<file path="src/rtl/spi_mf_pkg.sv">
package spi_mf_pkg;
  localparam int PRE_W  = 3;
  localparam int RATE_W = 4;
  localparam int DATA_W = 8;
  localparam int CNT_W  = PRE_W + 1 + (1 << RATE_W) - 1;
  localparam int EDGE_N = 2 * DATA_W;
  localparam int EDGE_W = $clog2(EDGE_N + 1);

  typedef struct packed {
    logic              cpol;
    logic              cpha;
    logic              lsbFirst;
    logic              ssDrive;
    logic              faultEn;
    logic              onePin;
    logic              pinDir;
    logic              irqEn;
    logic [PRE_W-1:0]  pre;
    logic [RATE_W-1:0] rate;
  } cfg_t;

  typedef struct packed {
    logic load;
    logic shiftTx;
    logic sampleRx;
  } strobe_t;
endpackage

</file>
<file path="src/rtl/spi_mf_ctrl.sv">
module spi_mf_ctrl
  import spi_mf_pkg::*;
(
  input  logic    clk,
  input  logic    rstN,
  input  logic    ctrlWe,
  input  cfg_t    cfgIn,
  input  logic    masterIn,
  input  logic    dataWe,
  input  logic    statusRd,
  input  logic    ssIn,
  output cfg_t    cfgQ,
  output logic    masterQ,
  output logic    busyQ,
  output logic    sckOut,
  output logic    modfQ,
  output logic    doneQ,
  output strobe_t strobe
);
  logic [CNT_W-1:0]  baudCnt;
  logic [CNT_W-1:0]  halfDiv;
  logic [EDGE_W-1:0] edgeCnt;
  logic              phaseQ;
  logic              armQ;
  logic              fault, cfgDiff, abortX, start, tick, lastEdge, sampleEdge;

  assign halfDiv = CNT_W'({1'b0, cfgQ.pre} + 1'b1) << cfgQ.rate;
  assign tick    = busyQ && (baudCnt == halfDiv - CNT_W'(1));
  assign lastEdge = tick && (edgeCnt == EDGE_W'(EDGE_N - 1));

  // another master pulling select low
  assign fault = masterQ && cfgQ.faultEn && !cfgQ.ssDrive && !ssIn;

  assign cfgDiff = ctrlWe && (
      (cfgIn.cpol     != cfgQ.cpol)     || (cfgIn.cpha    != cfgQ.cpha)    ||
      (cfgIn.lsbFirst != cfgQ.lsbFirst) || (cfgIn.ssDrive != cfgQ.ssDrive) ||
      (cfgIn.faultEn  != cfgQ.faultEn)  || (cfgIn.onePin  != cfgQ.onePin)  ||
      (cfgIn.pre      != cfgQ.pre)      || (cfgIn.rate    != cfgQ.rate)    ||
      (cfgQ.onePin && (cfgIn.pinDir != cfgQ.pinDir)));

  assign abortX = busyQ && (fault || cfgDiff || (ctrlWe && !masterIn));
  assign start  = dataWe && !busyQ && masterQ && !fault;

  // odd toggles have edgeCnt[0]==0 before increment
  assign sampleEdge      = tick && (edgeCnt[0] == cfgQ.cpha);
  assign strobe.load     = start;
  assign strobe.sampleRx = sampleEdge;
  assign strobe.shiftTx  = tick && !sampleEdge && !lastEdge &&
                           !(cfgQ.cpha && edgeCnt == '0);

  assign sckOut = cfgQ.cpol ^ phaseQ;

  always_ff @(posedge clk or negedge rstN) begin
    if (!rstN) begin
      cfgQ    <= '0;
      masterQ <= 1'b0;
      busyQ   <= 1'b0;
      baudCnt <= '0;
      edgeCnt <= '0;
      phaseQ  <= 1'b0;
      modfQ   <= 1'b0;
      armQ    <= 1'b0;
      doneQ   <= 1'b0;
    end else begin
      if (ctrlWe) cfgQ <= cfgIn;

      if (fault)       masterQ <= 1'b0;
      else if (ctrlWe) masterQ <= masterIn;

      if (abortX)        busyQ <= 1'b0;
      else if (start)    busyQ <= 1'b1;
      else if (lastEdge) busyQ <= 1'b0;

      if (!busyQ || abortX || tick) baudCnt <= '0;
      else                          baudCnt <= baudCnt + CNT_W'(1);

      if (!busyQ || abortX) begin
        edgeCnt <= '0;
        phaseQ  <= 1'b0;
      end else if (tick) begin
        edgeCnt <= edgeCnt + EDGE_W'(1);
        phaseQ  <= ~phaseQ;
      end

      if (start)                    doneQ <= 1'b0;
      else if (lastEdge && !abortX) doneQ <= 1'b1;

      if (fault)               modfQ <= 1'b1;
      else if (ctrlWe && armQ) modfQ <= 1'b0;

      if (ctrlWe)                 armQ <= 1'b0;
      else if (statusRd && modfQ) armQ <= 1'b1;
    end
  end
endmodule

</file>
<file path="src/rtl/spi_mf_dpath.sv">
module spi_mf_dpath
  import spi_mf_pkg::*;
(
  input  logic              clk,
  input  logic              rstN,
  input  strobe_t           strobe,
  input  logic              lsbFirst,
  input  logic              onePin,
  input  logic [DATA_W-1:0] txData,
  input  logic              misoIn,
  input  logic              mosiIn,
  output logic              txBit,
  output logic [DATA_W-1:0] rxData
);
  logic [DATA_W-1:0] txSr;
  logic [DATA_W-1:0] rxSr;
  logic              inBit;

  assign inBit  = onePin ? mosiIn : misoIn;
  assign txBit  = lsbFirst ? txSr[0] : txSr[DATA_W-1];
  assign rxData = rxSr;

  always_ff @(posedge clk or negedge rstN) begin
    if (!rstN) begin
      txSr <= '0;
      rxSr <= '0;
    end else begin
      if (strobe.load)
        txSr <= txData;
      else if (strobe.shiftTx)
        txSr <= lsbFirst ? {1'b0, txSr[DATA_W-1:1]} : {txSr[DATA_W-2:0], 1'b0};

      if (strobe.sampleRx)
        rxSr <= lsbFirst ? {inBit, rxSr[DATA_W-1:1]} : {rxSr[DATA_W-2:0], inBit};
    end
  end
endmodule

</file>
<file path="src/rtl/spi_mf_master.sv">
module spi_mf_master
  import spi_mf_pkg::*;
(
  input  logic              clk,
  input  logic              rstN,
  input  logic              ctrlWe,
  input  logic              cfgMaster,
  input  logic              cfgCpol,
  input  logic              cfgCpha,
  input  logic              cfgLsbFirst,
  input  logic              cfgSsDrive,
  input  logic              cfgFaultEn,
  input  logic              cfgOnePin,
  input  logic              cfgPinDir,
  input  logic              cfgIrqEn,
  input  logic [PRE_W-1:0]  cfgPre,
  input  logic [RATE_W-1:0] cfgRate,
  input  logic              dataWe,
  input  logic [DATA_W-1:0] dataIn,
  input  logic              statusRd,
  output logic [DATA_W-1:0] rxData,
  output logic              masterMode,
  output logic              modeFault,
  output logic              xferDone,
  output logic              irq,
  output logic              sckOut,
  output logic              sckOe,
  output logic              mosiOut,
  output logic              mosiOe,
  input  logic              mosiIn,
  input  logic              misoIn,
  output logic              ssOut,
  output logic              ssOe,
  input  logic              ssIn
);
  cfg_t    cfgIn, cfgQ;
  strobe_t strobe;
  logic    busyQ;

  assign cfgIn = '{cpol: cfgCpol, cpha: cfgCpha, lsbFirst: cfgLsbFirst,
                   ssDrive: cfgSsDrive, faultEn: cfgFaultEn, onePin: cfgOnePin,
                   pinDir: cfgPinDir, irqEn: cfgIrqEn, pre: cfgPre, rate: cfgRate};

  spi_mf_ctrl u_ctrl (
    .clk(clk), .rstN(rstN), .ctrlWe(ctrlWe), .cfgIn(cfgIn), .masterIn(cfgMaster),
    .dataWe(dataWe), .statusRd(statusRd), .ssIn(ssIn), .cfgQ(cfgQ),
    .masterQ(masterMode), .busyQ(busyQ), .sckOut(sckOut), .modfQ(modeFault),
    .doneQ(xferDone), .strobe(strobe)
  );

  spi_mf_dpath u_dpath (
    .clk(clk), .rstN(rstN), .strobe(strobe), .lsbFirst(cfgQ.lsbFirst),
    .onePin(cfgQ.onePin), .txData(dataIn), .misoIn(misoIn), .mosiIn(mosiIn),
    .txBit(mosiOut), .rxData(rxData)
  );

  assign sckOe  = masterMode;
  assign mosiOe = masterMode && (!cfgQ.onePin || cfgQ.pinDir);
  assign ssOe   = masterMode && cfgQ.faultEn && cfgQ.ssDrive;
  assign ssOut  = !busyQ;
  assign irq    = cfgQ.irqEn && (modeFault || xferDone);
endmodule

</file>
<file path="config.mk">
export PLATFORM = sky130hd
export DESIGN_NAME = spi_mf_master
export DESIGN_NICKNAME = d
export VERILOG_FILES = /design/src/rtl/spi_mf_pkg.sv /design/src/rtl/spi_mf_ctrl.sv /design/src/rtl/spi_mf_dpath.sv /design/src/rtl/spi_mf_master.sv
export SDC_FILE = /design/constraint.sdc
export NUM_CORES = 1
export LEC_CHECK = 0
export BUFFER_PORTS_ARGS = -buffer_cell sky130_fd_sc_hd__buf_2
export CORE_MARGIN = 4
export CORE_UTILIZATION = 45
export CTS_CLUSTER_DIAMETER = 120
export DETAILED_ROUTE_END_ITERATION = 7
export PLACE_DENSITY = 0.64
export SYNTH_ARGS = -nofsm -noshare
export SYNTH_HDL_FRONTEND = slang
export SYNTH_SLANG_ARGS = --single-unit
</file>
<file path="constraint.sdc">
create_clock -name clk -period 4.6 [get_ports clk]
set_clock_uncertainty 0.15 [all_clocks]
set_input_delay 0.69 -clock clk [delete_from_list [all_inputs] [get_ports clk]]
set_output_delay 0.69 -clock clk [all_outputs]
set_load 0.02 [all_outputs]
</file>
==> flow_summary.toml <==
[clock_tree]
cts_setup_buffers = 0
clk_path_buf_depth = 2
cts_buffers = 9
htreeDepth = 3
clk_pin_slew_ns = 0.08
clk-insertion-delay-late_ns = 0.35
cts_root_buffer = "clkbuf_8"
clock-sinks = 61
cts_tree = "done"

[run_status]
status = "complete, no violations"

[routing]
vias = 4001
dr.pass1.iters = 5
drt_iter0_drc = 208
routed-wl-met3_um = 676
met1_length_um = 5328
wirelength_um = 11920
wl_met2_um = 5690
post-route-drc-count = 0
wl_per_cell_um = 17.36
viasPerCell = 5.824
top_layer = "met4"
ant_nets = 0

[worst_setup_path]
critPathMaxFanout = 8
end_kind = "flip-flop"
cp_common_cell = "or3_1"
worstSetupPathType = "flip-flop to flip-flop"
setup.worst_path.start_class = "flip-flop"
required_ns = 4.73
max_stage_delay_ns = 0.45
cpMaxStageDelayCell = "or3_1"
ff2ff_path_depth = 12
crit_chain = "ha_1 > nand3b_2 > a311o_1 > nand4_2 > o31a_1 > nor3_4 > mux2i_1 > o221a_2 > nand4_1 > or3_1 > or3_1 > a21oi_1"
arrival_ns = 4.37

[finish]
diodes = 0
area_delta_synth_final_pct = 11.50
nNetsFinal = 584
fillers = 952
final_layout_size_suffix_gt1_share_pct = 25.59

[sta]
rsz0062_at_grt = "false"
finalSetupViolations = 0
max_freq_mhz = 235.9
period_needed_ns = 4.239
post-route-period-util_pct = 92.16
finalSetupTns_ns = 0
finalHoldViolations = 0
relSlewSlack_pct = 39.66
worst_pin_slew_ns = 0.9002
slew_violations = 0

[global_route]
grt_pass1_wl_um = 19800
track_usage_pct = 21.02
first_global_vias = 3955
grt_max_degree = 39
grt_remaining_overflow = 0
antenna_found_initial = 0

[floorplan]
ioPinCount = 50
die_w_um = 110.2
dieArea_sq_um = 12140
die_y_um = 110.2
row_count = 37
core_area_sq_um = 10230
start_util_pct = 45.92

[hold_path]
hold_class = "input pin to async pin"

[yosys]
synthSimpleGateAreaFrac_pct = 23.28
synthMuxAreaShare_pct = 11.11
synth_adder_area_share_pct = 1.598
ys_async_sr_fraction_pct = 100.0
yosysSeqAreaShare_pct = 32.49
synth_top_family_by_area = "simple AND/OR/NAND/NOR gates"
postSynthAreaPerCell_sq_um = 9.359
synth_compound_area_share_pct = 17.20
synth_fp_nets = 540
synth_cell_types = 82
syn_area_sq_um = 4698
synth_xor_area_share_pct = 9.667
ys.flop_type = "dfrtp_1"
ys_ff_latch = 61
synthCells = 502
synth_edf_count = 0
yosys_warnings = 0

[placement]
port_buffers = 49
place_congestion = 0.8517
dp_hpwl_um = 8973

[power_and_ir_drop]
leakagePower_nw = 2.179
power_w = 0.001635
vdd_drop_max_v = 0.0002140
power_density_nw_per_um2 = 312.1

[job]
drv_cap = 0
layout by cell type (no fill, tap or decap), types with 4 or more instances in the layout:
cell type,count
dfrtp_1,60
buf_2,49
nor2_1,46
nand2_1,36
xnor2_1,29
mux2_2,25
o21ai_0,22
xor2_1,21
nand3_1,20
inv_1,19
a21oi_1,19
and3_1,12
mux2i_1,12
clkbuf_8,11
buf_4,9
nor4b_1,8
mux2_4,8
a211oi_1,7
or3_1,7
nand4_1,6
nor3_1,6
nand2b_1,6
or4_1,6
ha_1,6
nor4_1,5
a211o_1,5
nor2b_1,5
a31oi_1,4
o211ai_1,4
where the power goes:
group          switching (W)  internal (W)
Clock               0.000233      0.000230
Sequential         0.0000563      0.000583
Combinational       0.000313      0.000220
critical path: cells and delay by family, from the launching register on:
family / cells / cell delay (ns)
compound gates: 4 / 1.15
flops: 1 / 0.44
mux: 1 / 0.33
fa+ha+maj: 1 / 0.30
simple gates: 6 / 1.78
what timing repair did:
| action | in CTS | in global routing |
|---|---|---|
| hold buffers | 0 | 0 |
| setup endpoints to repair | 0 | 32 |
| gates resized for setup | 0 | 1 |
final timing paths:
path	start	to	slack [ns]
max	u_ctrl.cfgQ[5]	u_ctrl.edgeCnt[3]	0.36
min	rstN	u_ctrl.baudCnt[12]	0.32
max reg2reg	u_ctrl.cfgQ[5]	u_ctrl.edgeCnt[3]	0.36
min reg2reg	u_ctrl.armQ	u_ctrl.armQ	0.36
max in group asynchronous	rstN	u_dpath.rxData[6]	3.12
min in group clk	u_ctrl.armQ	u_ctrl.armQ	0.36
final cells by class:
| type | instances | area (sq um) | area share (%) |
|---|---|---|---|
| well taps | 136 | 170.2 | 3.248 |
| clock inverters | 5 | 41.29 | 0.7882 |
| multi-input cells | 397 | 2964 | 56.58 |
| repair buffers | 58 | 312.8 | 5.971 |
| inverters | 19 | 71.32 | 1.361 |
| clock buffers | 11 | 151.4 | 2.890 |
| flip-flops and latches | 61 | 1528 | 29.16 |
per-stage QoR:
stage | instances | hold slack, ns | cell area [sq um] | util [%] | worst slack [ns]
2_1_floorplan | 502 | 0.2444 | 4698 | - | 0.7754
3_3_place_gp | 671 | 0.3361 | 5045 | 49.31 | 0.2831
3_5_place_dp | 671 | 0.3568 | 5045 | 49.31 | 0.2417
4_1_cts | 687 | 0.3305 | 5238 | 51.19 | 0.2140
5_1_grt | 687 | 0.3762 | 5239 | 51.20 | 0.09325
6_report | 687 | 0.3160 | 5239 | 51.20 | 0.3606
cells by family (layout without fill, tap and decap cells):
logic type      count (synthesis)  in the layout
compound gates                107            107
xor+xnor                       51             51
fa+ha+maj                       6              6
buf+inv                        44             93
flops                          61             61
mux                            45             45
simple gates                  188            188
Yosys cell counts, drive strengths merged (4+ instances only):
master,instances,area share (%)
a211o,5,0.93
a211oi,9,1.7
a21oi,21,2.4
a31oi,6,1.3
and3,12,1.6
buf,15,2.3
clkbuf,10,0.80
dfrtp,61,32
ha,6,1.6
inv,19,1.5
mux2,33,8.5
mux2i,12,2.6
nand2,36,2.9
nand2b,6,0.80
nand3,23,2.9
nand4,8,1.5
nor2,46,3.7
nor2b,5,0.67
nor3,8,1.1
nor3b,4,0.75
nor4,6,1.1
nor4b,9,1.7
o211ai,6,1.2
o21ai,22,2.3
or3,8,1.2
or4,7,1.2
xnor2,29,5.4
xor2,22,4.3
sequential cells by signal, summed over array words and instances, names as in the netlist:
signal,count
u_ctrl.masterQ,1
u_ctrl.baudCnt,19
u_ctrl.modfQ,1
u_dpath.txSr,8
u_ctrl.busyQ,1
u_ctrl.armQ,1
u_ctrl.cfgQ,15
u_ctrl.edgeCnt,5
u_ctrl.doneQ,1
u_ctrl.phaseQ,1
u_dpath.rxData,8
layer usage:
layer  global-route usage, %  vias to the layer above
li1                        -                     1925
met1                   26.46                     1930
met2                   35.14                      127
met3                   5.591                       19
met4                   6.772                        0
met5                       0                        -
Note: power is estimated with default switching activity, not from simulation.
